<file path="src/rtl/ddr2i_pkg.sv">
`timescale 1ns/1ps
package ddr2i_pkg;
  localparam int ADDR_W = 14;
  localparam int BA_W   = 2;
  localparam int BIT_ALLBANK = 10;
  localparam int BIT_DLLRST  = 8;

  typedef enum logic [3:0] {
    CMD_MRS = 4'b0000,
    CMD_REF = 4'b0001,
    CMD_PRE = 4'b0010,
    CMD_NOP = 4'b0111,
    CMD_DES = 4'b1111
  } cmd_e;

  typedef enum logic [3:0] {
    PH_PWR, PH_PREA1, PH_EMRS_DLL, PH_MRS_RST, PH_PREA2,
    PH_REF, PH_MRS_RUN, PH_EMRS_OCD, PH_DONE
  } phase_e;

  typedef struct packed {
    cmd_e              cmd;
    logic [BA_W-1:0]   ba;
    logic [ADDR_W-1:0] addr;
  } pin_s;

  localparam pin_s PINS_DES = '{cmd: CMD_DES, ba: '0, addr: '0};
  localparam pin_s PINS_NOP = '{cmd: CMD_NOP, ba: '0, addr: '0};
endpackage

</file>
<file path="src/rtl/ddr2i_gap_timer.sv">
`timescale 1ns/1ps
module ddr2i_gap_timer #(
  parameter int W = 4
) (
  input  logic         clk,
  input  logic         rst_n,
  input  logic         load,
  input  logic [W-1:0] load_val,
  output logic         busy
);
  logic [W-1:0] cnt_q;

  always_ff @(posedge clk or negedge rst_n) begin
    if (!rst_n)             cnt_q <= '0;
    else if (load)          cnt_q <= load_val;
    else if (cnt_q != '0)   cnt_q <= cnt_q - 1'b1;
  end

  assign busy = (cnt_q != '0);

  AST_GAP_DRAINS: assert property (@(posedge clk) disable iff (!rst_n)
    (busy && !load) |=> (cnt_q == $past(cnt_q) - 1'b1)) else $error("gap");
endmodule

</file>
<file path="src/rtl/ddr2i_lock_window.sv">
`timescale 1ns/1ps
module ddr2i_lock_window #(
  parameter int T_DLLK = 200,
  localparam int W = $clog2(T_DLLK + 1)
) (
  input  logic clk,
  input  logic rst_n,
  input  logic start,
  output logic open
);
  logic [W-1:0] cnt_q;
  logic         armed_q;

  always_ff @(posedge clk or negedge rst_n) begin
    if (!rst_n) begin
      cnt_q   <= '0;
      armed_q <= 1'b0;
    end else if (start) begin
      cnt_q   <= W'(T_DLLK - 1);
      armed_q <= 1'b1;
    end else if (cnt_q != '0) begin
      cnt_q <= cnt_q - 1'b1;
    end
  end

  assign open = armed_q && (cnt_q == '0);

  AST_LOCK_STAYS_OPEN: assert property (@(posedge clk) disable iff (!rst_n)
    (open && !start) |=> open) else $error("lock");
endmodule

</file>
<file path="src/rtl/ddr2i_step_rom.sv">
`timescale 1ns/1ps
module ddr2i_step_rom
  import ddr2i_pkg::*;
#(
  parameter int GAP_W = 5,
  parameter int T_RFC = 14,
  parameter int T_RP  = 2,
  parameter int T_MRD = 2,
  parameter logic [ADDR_W-1:0] MR_OPS = 14'h0242
) (
  input  phase_e           phase,
  output pin_s             step,
  output logic [GAP_W-1:0] gap_m1
);
  localparam logic [ADDR_W-1:0] A_ALLBANK = ADDR_W'(1) << BIT_ALLBANK;
  localparam logic [ADDR_W-1:0] A_DLLRST  = ADDR_W'(1) << BIT_DLLRST;
  localparam logic [ADDR_W-1:0] A_OCDDEF  = ADDR_W'(7) << 7;

  always_comb begin
    step   = PINS_NOP;
    gap_m1 = GAP_W'(T_RFC - 1);
    unique case (phase)
      PH_PWR: begin
        step   = PINS_NOP;
        gap_m1 = GAP_W'(T_RFC - 1);
      end
      PH_PREA1, PH_PREA2: begin
        step   = '{cmd: CMD_PRE, ba: '0, addr: A_ALLBANK};
        gap_m1 = GAP_W'(T_RP - 1);
      end
      PH_EMRS_DLL: begin
        step   = '{cmd: CMD_MRS, ba: 2'b01, addr: '0};
        gap_m1 = GAP_W'(T_MRD - 1);
      end
      PH_MRS_RST: begin
        step   = '{cmd: CMD_MRS, ba: 2'b00, addr: MR_OPS | A_DLLRST};
        gap_m1 = GAP_W'(T_MRD - 1);
      end
      PH_REF: begin
        step   = '{cmd: CMD_REF, ba: '0, addr: '0};
        gap_m1 = GAP_W'(T_RFC - 1);
      end
      PH_MRS_RUN: begin
        step   = '{cmd: CMD_MRS, ba: 2'b00, addr: MR_OPS & ~A_DLLRST};
        gap_m1 = GAP_W'(T_MRD - 1);
      end
      PH_EMRS_OCD: begin
        step   = '{cmd: CMD_MRS, ba: 2'b01, addr: A_OCDDEF};
        gap_m1 = GAP_W'(T_MRD - 1);
      end
      default: begin
        step   = PINS_NOP;
        gap_m1 = '0;
      end
    endcase
  end
endmodule

</file>
<file path="src/rtl/ddr2_init_seq.sv">
`timescale 1ns/1ps
module ddr2_init_seq
  import ddr2i_pkg::*;
#(
  parameter int CLK_PS  = 8000,
  parameter int T_PWRUP = (200_000_000 + CLK_PS - 1) / CLK_PS,
  parameter int T_RFC   = (105_000 + CLK_PS - 1) / CLK_PS,
  parameter int T_RP    = (15_000 + CLK_PS - 1) / CLK_PS,
  parameter int T_MRD   = 2,
  parameter int T_DLLK  = 200,
  parameter int N_REF   = 2,
  parameter logic [13:0] MR_OPS = 14'h0242
) (
  input  logic        clk,
  input  logic        rst_n,
  input  logic        pwr_stable,
  output logic        cke,
  output logic        odt,
  output logic        cs_n,
  output logic        ras_n,
  output logic        cas_n,
  output logic        we_n,
  output logic [1:0]  ba,
  output logic [13:0] addr,
  output logic        init_done
);
  localparam int PU_W  = $clog2(T_PWRUP + 1);
  localparam int GAP_W = $clog2(T_RFC + T_RP + T_MRD + 1);
  localparam int REF_W = $clog2(N_REF + 1);

  phase_e            phase_q, next_phase;
  pin_s              pin_q, step;
  logic [PU_W-1:0]   pu_cnt_q;
  logic [REF_W-1:0]  ref_cnt_q;
  logic [GAP_W-1:0]  gap_m1;
  logic              cke_q, done_q;
  logic              gap_busy, gap_load, dll_open, dll_start;
  logic              pu_fire, last_ref, issuing;

  ddr2i_step_rom #(
    .GAP_W(GAP_W), .T_RFC(T_RFC), .T_RP(T_RP), .T_MRD(T_MRD), .MR_OPS(MR_OPS)
  ) u_rom (
    .phase(phase_q), .step(step), .gap_m1(gap_m1)
  );

  ddr2i_gap_timer #(.W(GAP_W)) u_gap (
    .clk(clk), .rst_n(rst_n), .load(gap_load), .load_val(gap_m1), .busy(gap_busy)
  );

  ddr2i_lock_window #(.T_DLLK(T_DLLK)) u_lock (
    .clk(clk), .rst_n(rst_n), .start(dll_start), .open(dll_open)
  );

  assign pu_fire   = (phase_q == PH_PWR) && pwr_stable && (pu_cnt_q == PU_W'(T_PWRUP - 1));
  assign last_ref  = (ref_cnt_q == REF_W'(N_REF - 1));
  assign issuing   = (phase_q != PH_PWR) && (phase_q != PH_DONE) && !gap_busy;
  assign gap_load  = pu_fire || issuing;
  assign dll_start = issuing && (phase_q == PH_MRS_RST);

  always_comb begin
    unique case (phase_q)
      PH_PWR:      next_phase = PH_PREA1;
      PH_PREA1:    next_phase = PH_EMRS_DLL;
      PH_EMRS_DLL: next_phase = PH_MRS_RST;
      PH_MRS_RST:  next_phase = PH_PREA2;
      PH_PREA2:    next_phase = PH_REF;
      PH_REF:      next_phase = last_ref ? PH_MRS_RUN : PH_REF;
      PH_MRS_RUN:  next_phase = PH_EMRS_OCD;
      PH_EMRS_OCD: next_phase = PH_DONE;
      default:     next_phase = PH_DONE;
    endcase
  end

  always_ff @(posedge clk or negedge rst_n) begin
    if (!rst_n) begin
      phase_q   <= PH_PWR;
      pin_q     <= PINS_DES;
      pu_cnt_q  <= '0;
      ref_cnt_q <= '0;
      cke_q     <= 1'b0;
      done_q    <= 1'b0;
    end else begin
      unique case (phase_q)
        PH_PWR: begin
          pin_q <= PINS_DES;
          if (!pwr_stable) begin
            pu_cnt_q <= '0;
          end else if (pu_fire) begin
            cke_q   <= 1'b1;
            pin_q   <= step;
            phase_q <= next_phase;
          end else begin
            pu_cnt_q <= pu_cnt_q + 1'b1;
          end
        end
        PH_DONE: begin
          pin_q <= PINS_NOP;
          if (!gap_busy && dll_open) done_q <= 1'b1;
        end
        default: begin
          if (gap_busy) begin
            pin_q <= PINS_NOP;
          end else begin
            pin_q   <= step;
            phase_q <= next_phase;
            if (phase_q == PH_REF)
              ref_cnt_q <= last_ref ? '0 : ref_cnt_q + 1'b1;
          end
        end
      endcase
    end
  end

  assign cke       = cke_q;
  assign odt       = 1'b0;
  assign {cs_n, ras_n, cas_n, we_n} = pin_q.cmd;
  assign ba        = pin_q.ba;
  assign addr      = pin_q.addr;
  assign init_done = done_q;

  AST_DESELECT_BEFORE_CKE: assert property (@(posedge clk) disable iff (!rst_n)
    !cke |-> ({cs_n, ras_n, cas_n, we_n} == 4'b1111)) else $error("des");
  AST_CKE_HOLDS: assert property (@(posedge clk) disable iff (!rst_n)
    cke |=> cke) else $error("cke");
  AST_ONE_CYCLE_CMD: assert property (@(posedge clk) disable iff (!rst_n)
    (!cs_n && ({ras_n, cas_n, we_n} != 3'b111)) |=> ({ras_n, cas_n, we_n} == 3'b111)) else $error("one");
  AST_PREA_ALL_BANKS: assert property (@(posedge clk) disable iff (!rst_n)
    ({cs_n, ras_n, cas_n, we_n} == 4'b0010) |-> addr[BIT_ALLBANK]) else $error("prea");
  AST_MODE_BANK_RANGE: assert property (@(posedge clk) disable iff (!rst_n)
    ({cs_n, ras_n, cas_n, we_n} == 4'b0000) |-> !ba[1]) else $error("mrs");
  AST_DONE_HOLDS: assert property (@(posedge clk) disable iff (!rst_n)
    init_done |=> init_done) else $error("done");
  AST_DONE_AFTER_LOCK: assert property (@(posedge clk) disable iff (!rst_n)
    init_done |-> dll_open) else $error("lock");
  AST_QUIET_AFTER_DONE: assert property (@(posedge clk) disable iff (!rst_n)
    init_done |-> ({cs_n, ras_n, cas_n, we_n} == 4'b0111) && cke) else $error("quiet");
endmodule

</file>
<file path="config.mk">
export PLATFORM = sky130hd
export DESIGN_NAME = ddr2_init_seq
export DESIGN_NICKNAME = d
export VERILOG_FILES = /design/src/rtl/ddr2i_pkg.sv /design/src/rtl/ddr2i_gap_timer.sv /design/src/rtl/ddr2i_lock_window.sv /design/src/rtl/ddr2i_step_rom.sv /design/src/rtl/ddr2_init_seq.sv
export SDC_FILE = /design/constraint.sdc
export NUM_CORES = 1
export LEC_CHECK = 0
export BUFFER_PORTS_ARGS = -buffer_cell sky130_fd_sc_hd__clkbuf_2
export CORE_AREA = 8 8 83 122
export CTS_CLUSTER_DIAMETER = 30
export DETAILED_ROUTE_END_ITERATION = 16
export DIE_AREA = 0 0 91 130
export GPL_ROUTABILITY_DRIVEN = 0
export SLEW_MARGIN = 20
export SYNTH_ARGS = -nofsm -noshare
export SYNTH_HDL_FRONTEND = slang
export SYNTH_SLANG_ARGS = --single-unit
export TNS_END_PERCENT = 5
</file>
<file path="constraint.sdc">
create_clock -name clk -period 1.8 [get_ports clk]
set_input_delay 0.36 -clock clk [delete_from_list [all_inputs] [get_ports clk]]
set_output_delay 0.36 -clock clk [all_outputs]
set_load 0.03 [all_outputs]
</file>
Word-level counts from Yosys, hierarchy flattened
Memories as Yosys holds them, arrays and structs flattened.
Cells that the tools add are included.

cells by class
  add/sub/neg operators = 4
  multiply operators = 0
  div/mod/pow operators = 0
  $lt $le $gt $ge = 0
  equality and inequality tests = 14
  shift operators = 0
  muxes and demuxes = 18
  bitwise gates (word level) = 3
  reduce and logical (&&, ||, !) cells = 22

operator list
  kind                     number
  $mux W20                 3
  $pmux W20 S2             1
  $mux W15                 2
  $pmux W4 S7              1
  $mux W25                 1
  $mux W8                  2
  $add A15 B1 Y15 const B  1
  $eq A15 B15 Y1 const B   1
  $eq A4 B3 Y1 const B     3
  $mux W4                  3
  $mux W5                  2
  $eq A4 B2 Y1 const B     2
  $logic_not A8 Y1         1
  $pmux W4 S2              1
  $reduce_bool A8 Y1       1
  $sub A8 B1 Y8 const B    1
  $logic_and A1 B1 Y1      7
  $ne A2 B2 Y1 const B     3
  $reduce_and A3 Y1        2
  $reduce_bool A5 Y1       1
  $sub A5 B1 Y5 const B    1
  $eq A4 B1 Y1 const B     1
  $eq A4 B4 Y1 const B     1
  $logic_not A4 Y1         1
  other kinds (13)         18

storage, ports and cells
  flip-flop bits (word level) = 57
  bits in latches = 0
  bits in writable memories = 0
  bits in read-only memories = 96
  input bits = 3
  output and inout port bits = 23
  logic and storage cells = 73
  memories kept = 1

memories
  memory           depth  bits a word  read ports  clocked after memory_dff  write ports  line                  RTL
  (no name shown)  8      12           1           0                         0            ddr2i_step_rom.sv:22  unique case (phase)

Depth between registers and ports, before layout
Gate-level depths: netlist of the first run.

  word-level depth = 6
  gate-level depth with buffers = 7
  gate-level depth less buffers = 7

Modules after synthesis
A second synthesis of the first run with hierarchy kept.

second synthesis, totals
  cells, all modules = 290
  area total of the unflattened synthesis = 2959.1 um^2

modules (own cells, without submodules)
  module             instances  cells an instance  area an instance (um^2)  sequential area each (um^2)
  ddr2_init_seq      1          177                1948.1                   1081.0
  ddr2i_lock_window  1          52                 488.0                    225.2
  ddr2i_gap_timer    1          27                 280.3                    125.1
  ddr2i_step_rom     1          34                 242.7                    0.0

Worst setup path before layout of the first run
OpenSTA, ideal clock, no wires.

  path type = flip-flop to flip-flop
  start point = reg pu_cnt_q[0]
  end point = reg u_gap.cnt_q[2]
  setup time = 0.101 ns
  arrival time = 1.683 ns
  required time = 1.699 ns
  path slack = 0.017 ns
  cell stages (with the launch flop) = 8
  path buffers = 1
  clock period less this slack = 1.783 ns
  path through = dfrtp_1 > ha_1 > and4bb_2 > nand4_2 > o22ai_2 > nand2b_1 > buf_2 > o32ai_1

between the ends
  cells in the longest elaborated chain, start to end = 4
  elaborated cells between the ends (all ways) = 5
  classes of those cells = eq/ne: 1; mux: 1; reduce/logical: 3

RTL lines
  item                                                  line                   RTL
  start: declaration                                    ddr2_init_seq.sv:33    logic [PU_W-1:0] pu_cnt_q;
  start signal: assignment                              ddr2_init_seq.sv:93    pu_cnt_q <= pu_cnt_q + 1'b1;
  $eq A15 B15 Y1 *                                      ddr2_init_seq.sv:54    assign pu_fire = (phase_q == PH_PWR) && pwr_stable && (pu_cnt_q == PU_W'(T_PWRUP - 1));
  $logic_and A1 B1 Y1 *                                 ddr2_init_seq.sv:54
  $logic_or A1 B1 Y1 *                                  ddr2_init_seq.sv:57    assign gap_load = pu_fire || issuing;
  $mux W5 / $reduce_bool A2 Y1 (equally long branches)  --
  end signal: assignment                                ddr2i_gap_timer.sv:15  else if (load) cnt_q <= load_val;
  end signal: assignment                                ddr2i_gap_timer.sv:16  else if (cnt_q != '0) cnt_q <= cnt_q - 1'b1;
  end: declaration                                      ddr2i_gap_timer.sv:11  logic [W-1:0] cnt_q;

Mark *: on every way between the ends. The rest lies on a longest branch, timed or not.
A chain may end at the register's enable or synchronous reset.

Worst setup path in the final report of the first run
  start point = reg phase_q[0]
  end point = reg pu_cnt_q[4]

between the ends
  cells in the longest elaborated chain, start to end = 5

RTL lines
  item                               line                                      RTL
  start: declaration                 ddr2_init_seq.sv:31                       phase_e phase_q, next_phase;
  start signal: assignment           ddr2_init_seq.sv:91                       phase_q <= next_phase;
  start signal: assignment           ddr2_init_seq.sv:105                      phase_q <= next_phase;
  $logic_not A4 Y1 *                 ddr2_init_seq.sv:54, ddr2_init_seq.sv:83
  $logic_and A1 B1 Y1 (2 in series)  ddr2_init_seq.sv:54
  $ne A2 B2 Y1 (no line)             --
  $reduce_and A2 Y1 (no line) *      --

Marked as above.

==> flow_summary.json, run 1 <==
{
  "port_buffers": 15,
  "leakage_nw": 1.32,
  "path_cells": "or4_4 -> buf_4 -> nor3_1 -> a21o_1 -> a22o_1",
  "final_antenna_net_count": 0,
  "status": "finished clean",
  "syn_inst": 250,
  "hp-class": "in2async",
  "fin_area_um2": 3020,
  "die_area_um2": 11800,
  "synth-seq-cells": 47,
  "cpPeakStageDelay_ps": 610,
  "layout.nets": 299,
  "peakVddDrop_uv": 511,
  "grt_overflow_total": 0,
  "crit_type": "reg2reg",
  "coreArea_um2": 8310,
  "cts_tree": "done",
  "numCtsBuffers": 5,
  "crit_path_end_kind": "flop",
  "first_iter_violations": 66,
  "postCtsHoldBufs": 0,
  "final_common_cell": "dfrtp_1",
  "min_period_ps": 1720,
  "antenna_cells": 0,
  "ys.warnings.count": 0,
  "die_h_um": 130,
  "grt_pass1_vias": 1986,
  "ys_top_cells_by_area": "dfrtp_1, dfstp_2, xnor2_1",
  "cp.required_ps": 2020,
  "route.detailed.drc": 0,
  "place_area_um2": 2800,
  "synth-edff-count": 0,
  "clockRootBuffer": "clkbuf_16",
  "setup_violations": 0,
  "synth_top_cell_area_share_pct": 43.9,
  "drt_wl_total_mm": 5.22,
  "clkSlewWorstSetupHoldPaths_ps": 60,
  "htreeDepth": 2,
  "grt_first_pass_wirelength_mm": 9.04,
  "track_usage_pct": 9.30,
  "power.density_nw_per_um2": 741,
  "final_cell_mix": "dfrtp_1, buf_4, nor2_1",
  "finalClockSkew_ps": 5.75,
  "grt_setup_unrepaired": "yes",
  "io_pins": 26,
  "finalPower_mw": 2.23,
  "critPathTopFamily": "simple AND/OR/NAND/NOR gates",
  "avgRoutedWirePerCell_um": 13.1,
  "synthFlopType": "dfrtp_1",
  "slowest_stage": "or4_4",
  "layout_worst_path_cycle_share_pct": 95.5,
  "syn_area_per_cell_um2": 9.80,
  "ys_types": 52,
  "grt_max_degree": 48,
  "rows": 41,
  "die_x_um": 91,
  "holdWs_ps": 49.9,
  "rrSetupSlack_ps": 80,
  "vias_per_cell": 4.74,
  "crit_path_start_kind": "flop",
  "syn-cell-area_um2": 2450,
  "clock.fmax_mhz": 582,
  "cts_sinks": 47,
  "arrival_ps": 1930,
  "antenna_found_initial": 0,
  "area_delta_synth_final_pct": 23.1,
  "maxSlewViolCount": 0,
  "hpwl_mm": 3.86,
  "start_util_pct": 29.5,
  "drive_gt1_share_pct": 26.7,
  "yosys.area.top_type": "dfrtp_1",
  "dr_total_vias": 1893,
  "cts.path.max_buffers": 2,
  "crit_fanout": 9,
  "hold_violations": 0,
  "drt_first_pass_iters": 4,
  "drv_cap": 0,
  "ys_seq_area_share_pct": 48.2,
  "synth-async-reset-ratio_pct": 100,
  "path_buf_inv": 1,
  "clk_latency_ps": 280
}
[worst reg2reg max path, cell delays in order (launching register included)]
cell,delay [ps]
dfrtp_2,430
or4_4,610
buf_4,180
nor3_1,170
a21o_1,100
a22o_1,150
[through the flow]
step	setup slack [ps]	util [%]	TNS (ps)	instances
floorplan	16.6	-	0	259
global placement	32.3	33.7	0	390
detailed placement	29.1	33.7	0	390
CTS	15.6	35.8	0	398
global route	-33.9	36.3	-33.9	399
finish	81.8	36.3	0	399
[power by group]
part           switching, mW  total, mW  leakage, nW  internal, mW
Sequential           0.00722       1.07        0.573          1.06
Clock                  0.387       1.08       0.0868         0.691
Combinational         0.0647     0.0857        0.658        0.0210
Total                  0.459       2.23         1.32          1.78
[layer usage]
layer	vias up	global-route usage (%)	wire length (um)
met3	8	2.36	161
met5	-	0	0
met4	0	3.58	93
met1	923	9.43	2060
met2	27	17.8	2910
li1	935	-	-
[layout make-up]
| cell class | count | area, um2 |
|---|---|---|
| clock buffer | 6 | 139 |
| sequential | 47 | 1180 |
| inverter | 8 | 30.0 |
| fill | 856 | 5290 |
| tap | 107 | 134 |
| timing repair buffer | 46 | 320 |
| multi-input combinational | 183 | 1180 |
| clock inverter | 2 | 35.0 |
[repair_timing]
item | in CTS | in global routing
setup buffers | 0 | 1
endpoints found under the setup margin | 0 | 14
gates resized for setup | 0 | 9
[synth_stat cells, drive strengths merged (2+ instances only)]
| cell type | count |
|---|---|
| a21oi | 9 |
| a22o | 2 |
| a31o | 2 |
| and2 | 3 |
| and4bb | 2 |
| buf | 15 |
| clkbuf | 6 |
| dfrtp | 43 |
| dfstp | 4 |
| ha | 5 |
| inv | 8 |
| mux2i | 2 |
| nand2 | 23 |
| nand2b | 5 |
| nand3 | 7 |
| nand3b | 3 |
| nand4 | 4 |
| nor2 | 27 |
| nor3 | 10 |
| nor4 | 7 |
| nor4b | 2 |
| o21ai | 16 |
| o31ai | 2 |
| o32ai | 2 |
| or2 | 2 |
| or3 | 7 |
| or4 | 4 |
| xnor2 | 12 |
| xor2 | 3 |
[flip-flops by register name, summed over array words and instances, names as in the netlist, 2 cells and up]
| signal | flops |
|---|---|
| addr | 5 |
| phase_q | 4 |
| pu_cnt_q | 15 |
| ref_cnt_q | 2 |
| u_gap.cnt_q | 5 |
| u_lock.cnt_q | 8 |
[cells by family (layout without fill, tap and decap cells)]
kind of cell	after synthesis	after routing	share of synthesized area, %
xor gates and xnor gates	15	15	5.36
muxes	2	2	0.817
and+or+nand+nor	109	109	25.3
buffers and inverters	29	62	6.58
AOI/OAI and AO/OA	42	42	11.1
other	1	10	0.153
DFF	47	47	48.2
adders and majority gates	5	5	2.55
[path summary, 6_finish.rpt]
| path | end | cells after the start | startpoint |
|---|---|---|---|
| setup / recovery | pu_cnt_q[4] | 5 | phase_q[0] |
| hold reg to reg | ref_cnt_q[1] | 1 | ref_cnt_q[0] |
| hold / removal | addr[9] | 2 | rst_n |
| setup reg to reg | pu_cnt_q[4] | 5 | phase_q[0] |
| max in group asynchronous | ras_n | 2 | rst_n |
| min in group clk | ref_cnt_q[1] | 1 | ref_cnt_q[0] |
No activity file was read; power rests on OpenSTA's default activity.
==> run 2, diff against run 1 <==
CTS_BUF_LIST = sky130_fd_sc_hd__clkbuf_8   (was default)
==> run 2 against run 1 <==
Effect of this change:
- clock-buffer cell count unchanged
- total power down 12%
- fmax down 1.2%
- worst hold slack worse by 27 ps
- clock skew up 5.7 ps
- first-iteration DRC count up 18%
- non-clock buffer count unchanged
- final cell count unchanged
- clock power down 25%
- critical path depth up 1
- final area down 1.8%
- highest routed layer unchanged
==> flow_summary.json, run 2 (synthesis results as in run 1) <==
{
  "status": "finished clean",
  "cts_sinks": 47,
  "drv_cap": 0,
  "maxSlewViolCount": 0,
  "grt_setup_unrepaired": "yes",
  "place_area_um2": 2800,
  "htreeDepth": 2,
  "layout_setup_ws_ps": 61.2,
  "comb_power_share_pct": 4.3,
  "crit_path_end_kind": "flop",
  "layout.nets": 299,
  "port_buffers": 15,
  "drt_wl_total_mm": 5.16,
  "setup_violations": 0,
  "route.detailed.drc": 0,
  "largest_reg_flops": 15,
  "clock.fmax_mhz": 575,
  "vias_per_cell": 4.77,
  "final_common_cell": "dfrtp_1",
  "regMostFlops": "pu_cnt_q",
  "top_regs": "pu_cnt_q x15, u_lock.cnt_q x8",
  "avgRoutedWirePerCell_um": 12.9,
  "hold_violations": 0,
  "crit_type": "reg2reg",
  "peakVddDrop_uv": 474,
  "clk_latency_ps": 300,
  "cts.path.max_buffers": 2,
  "start_util_pct": 29.5,
  "grt_first_pass_wirelength_mm": 8.94,
  "fin_area_um2": 2960,
  "die_h_um": 130,
  "cpPeakStageDelay_ps": 470,
  "final_cell_mix": "dfrtp_1, buf_4, nor2_1",
  "dr_total_vias": 1903,
  "r2r_end": "pu_cnt_q[10]",
  "hp-class": "in2async",
  "setup-tns-final_ps": 0,
  "holdWs_ps": 22.5,
  "dpl_worst_slack_ps": 29.1,
  "antenna_found_initial": 0,
  "grt_max_degree": 48,
  "pwr-share-clk_pct": 41.1,
  "path_buf_inv": 0,
  "fillers": 864,
  "final_antenna_net_count": 0,
  "first_iter_violations": 78,
  "drt_first_pass_iters": 4,
  "die_area_um2": 11800,
  "p_switching_mw": 0.427,
  "area_delta_synth_final_pct": 20.9,
  "leakage_nw": 1.29,
  "cts_tree": "done",
  "antenna_cells": 0,
  "r2r-start": "pu_cnt_q[0]",
  "p_seq_share_pct": 54.6,
  "layout_worst_path_cycle_share_pct": 96.6,
  "crit_fanout": 6,
  "numCtsBuffers": 5,
  "p_int_mw": 1.53,
  "min_period_ps": 1740,
  "hpwl_mm": 3.86,
  "io_pins": 26,
  "placedCellCount": 390,
  "critPathTopFamily": "simple AND/OR/NAND/NOR gates",
  "track_usage_pct": 9.17,
  "rrSetupSlack_ps": 60,
  "finalClockSkew_ps": 11.5,
  "die_x_um": 91,
  "coreArea_um2": 8310,
  "drive_gt1_share_pct": 26.7,
  "path_cells": "ha_1 -> and4b_1 -> nand4_1 -> o21ai_2 -> or4_1 -> a21oi_1",
  "finalPower_mw": 1.96,
  "power.density_nw_per_um2": 662,
  "clockRootBuffer": "clkbuf_8",
  "cp.required_ps": 2030,
  "grt_pass1_vias": 1941,
  "swShare_pct": 21.8,
  "postCtsHoldBufs": 0,
  "rows": 41,
  "final_cell_count_no_fill": 399,
  "final_util_pct": 35.7,
  "slowest_stage": "or4_1",
  "arrival_ps": 1970,
  "reg2reg_depth": 6,
  "clkSlewWorstSetupHoldPaths_ps": 90,
  "crit_path_start_kind": "flop",
  "grt_overflow_total": 0
}
## run 2: cell counts in the layout (fill, tap and decap cells not counted)
No cell type changed its count.
## run 2: per-layer routing
layer / global-route usage (%) / share of wire, % / vias to the layer above
met4: 3.87 / 2.1 / 0
met5: 0 / 0 / -
met1: 9.40 / 40 / 931
li1: - / - / 935
met2: 17.4 / 55 / 28
met3: 2.18 / 3.0 / 9
## run 2: cell type report
class	count	area [um2]	share of cell area (%)
Clock buffer	6	82.6	2.79
Clock inverter	2	35.0	1.18
Inverter	8	30.0	1.01
Multi-Input combinational cell	183	1180	39.8
Sequential cell	47	1180	39.9
Tap cell	107	134	4.52
Timing Repair Buffer	46	320	10.8
## run 2: how the worst max path moves through the flow
stage | startpoint | depth (start not counted) | slack (ps) | end
final | pu_cnt_q[0] | 6 | 60 | pu_cnt_q[10]
after global routing | pu_cnt_q[0] | 6 | -40 | pu_cnt_q[10]
after CTS | phase_q[0] | 5 | 10 | pu_cnt_q[7]
after detailed placement | phase_q[0] | 5 | 30 | pu_cnt_q[7]
after global placement | phase_q[0] | 6 | 30 | pu_cnt_q[9]
after floorplan | pu_cnt_q[0] | 7 | 20 | u_gap.cnt_q[2]
## run 2: power by group through the flow
stage               clock network, mW  registers, mW  logic [mW]
global placement                    0           1.09      0.0862
CTS                             0.831           1.07      0.0861
detailed placement                  0           1.09      0.0860
finish                          0.805           1.07      0.0853
global route                    0.873           1.07      0.0958
floorplan                           0           1.09      0.0588
## run 2: what timing repair did
action / in CTS / in global routing
setup buffers: 0 / 1
gates resized for setup: 0 / 9
setup endpoints to repair: 0 / 15
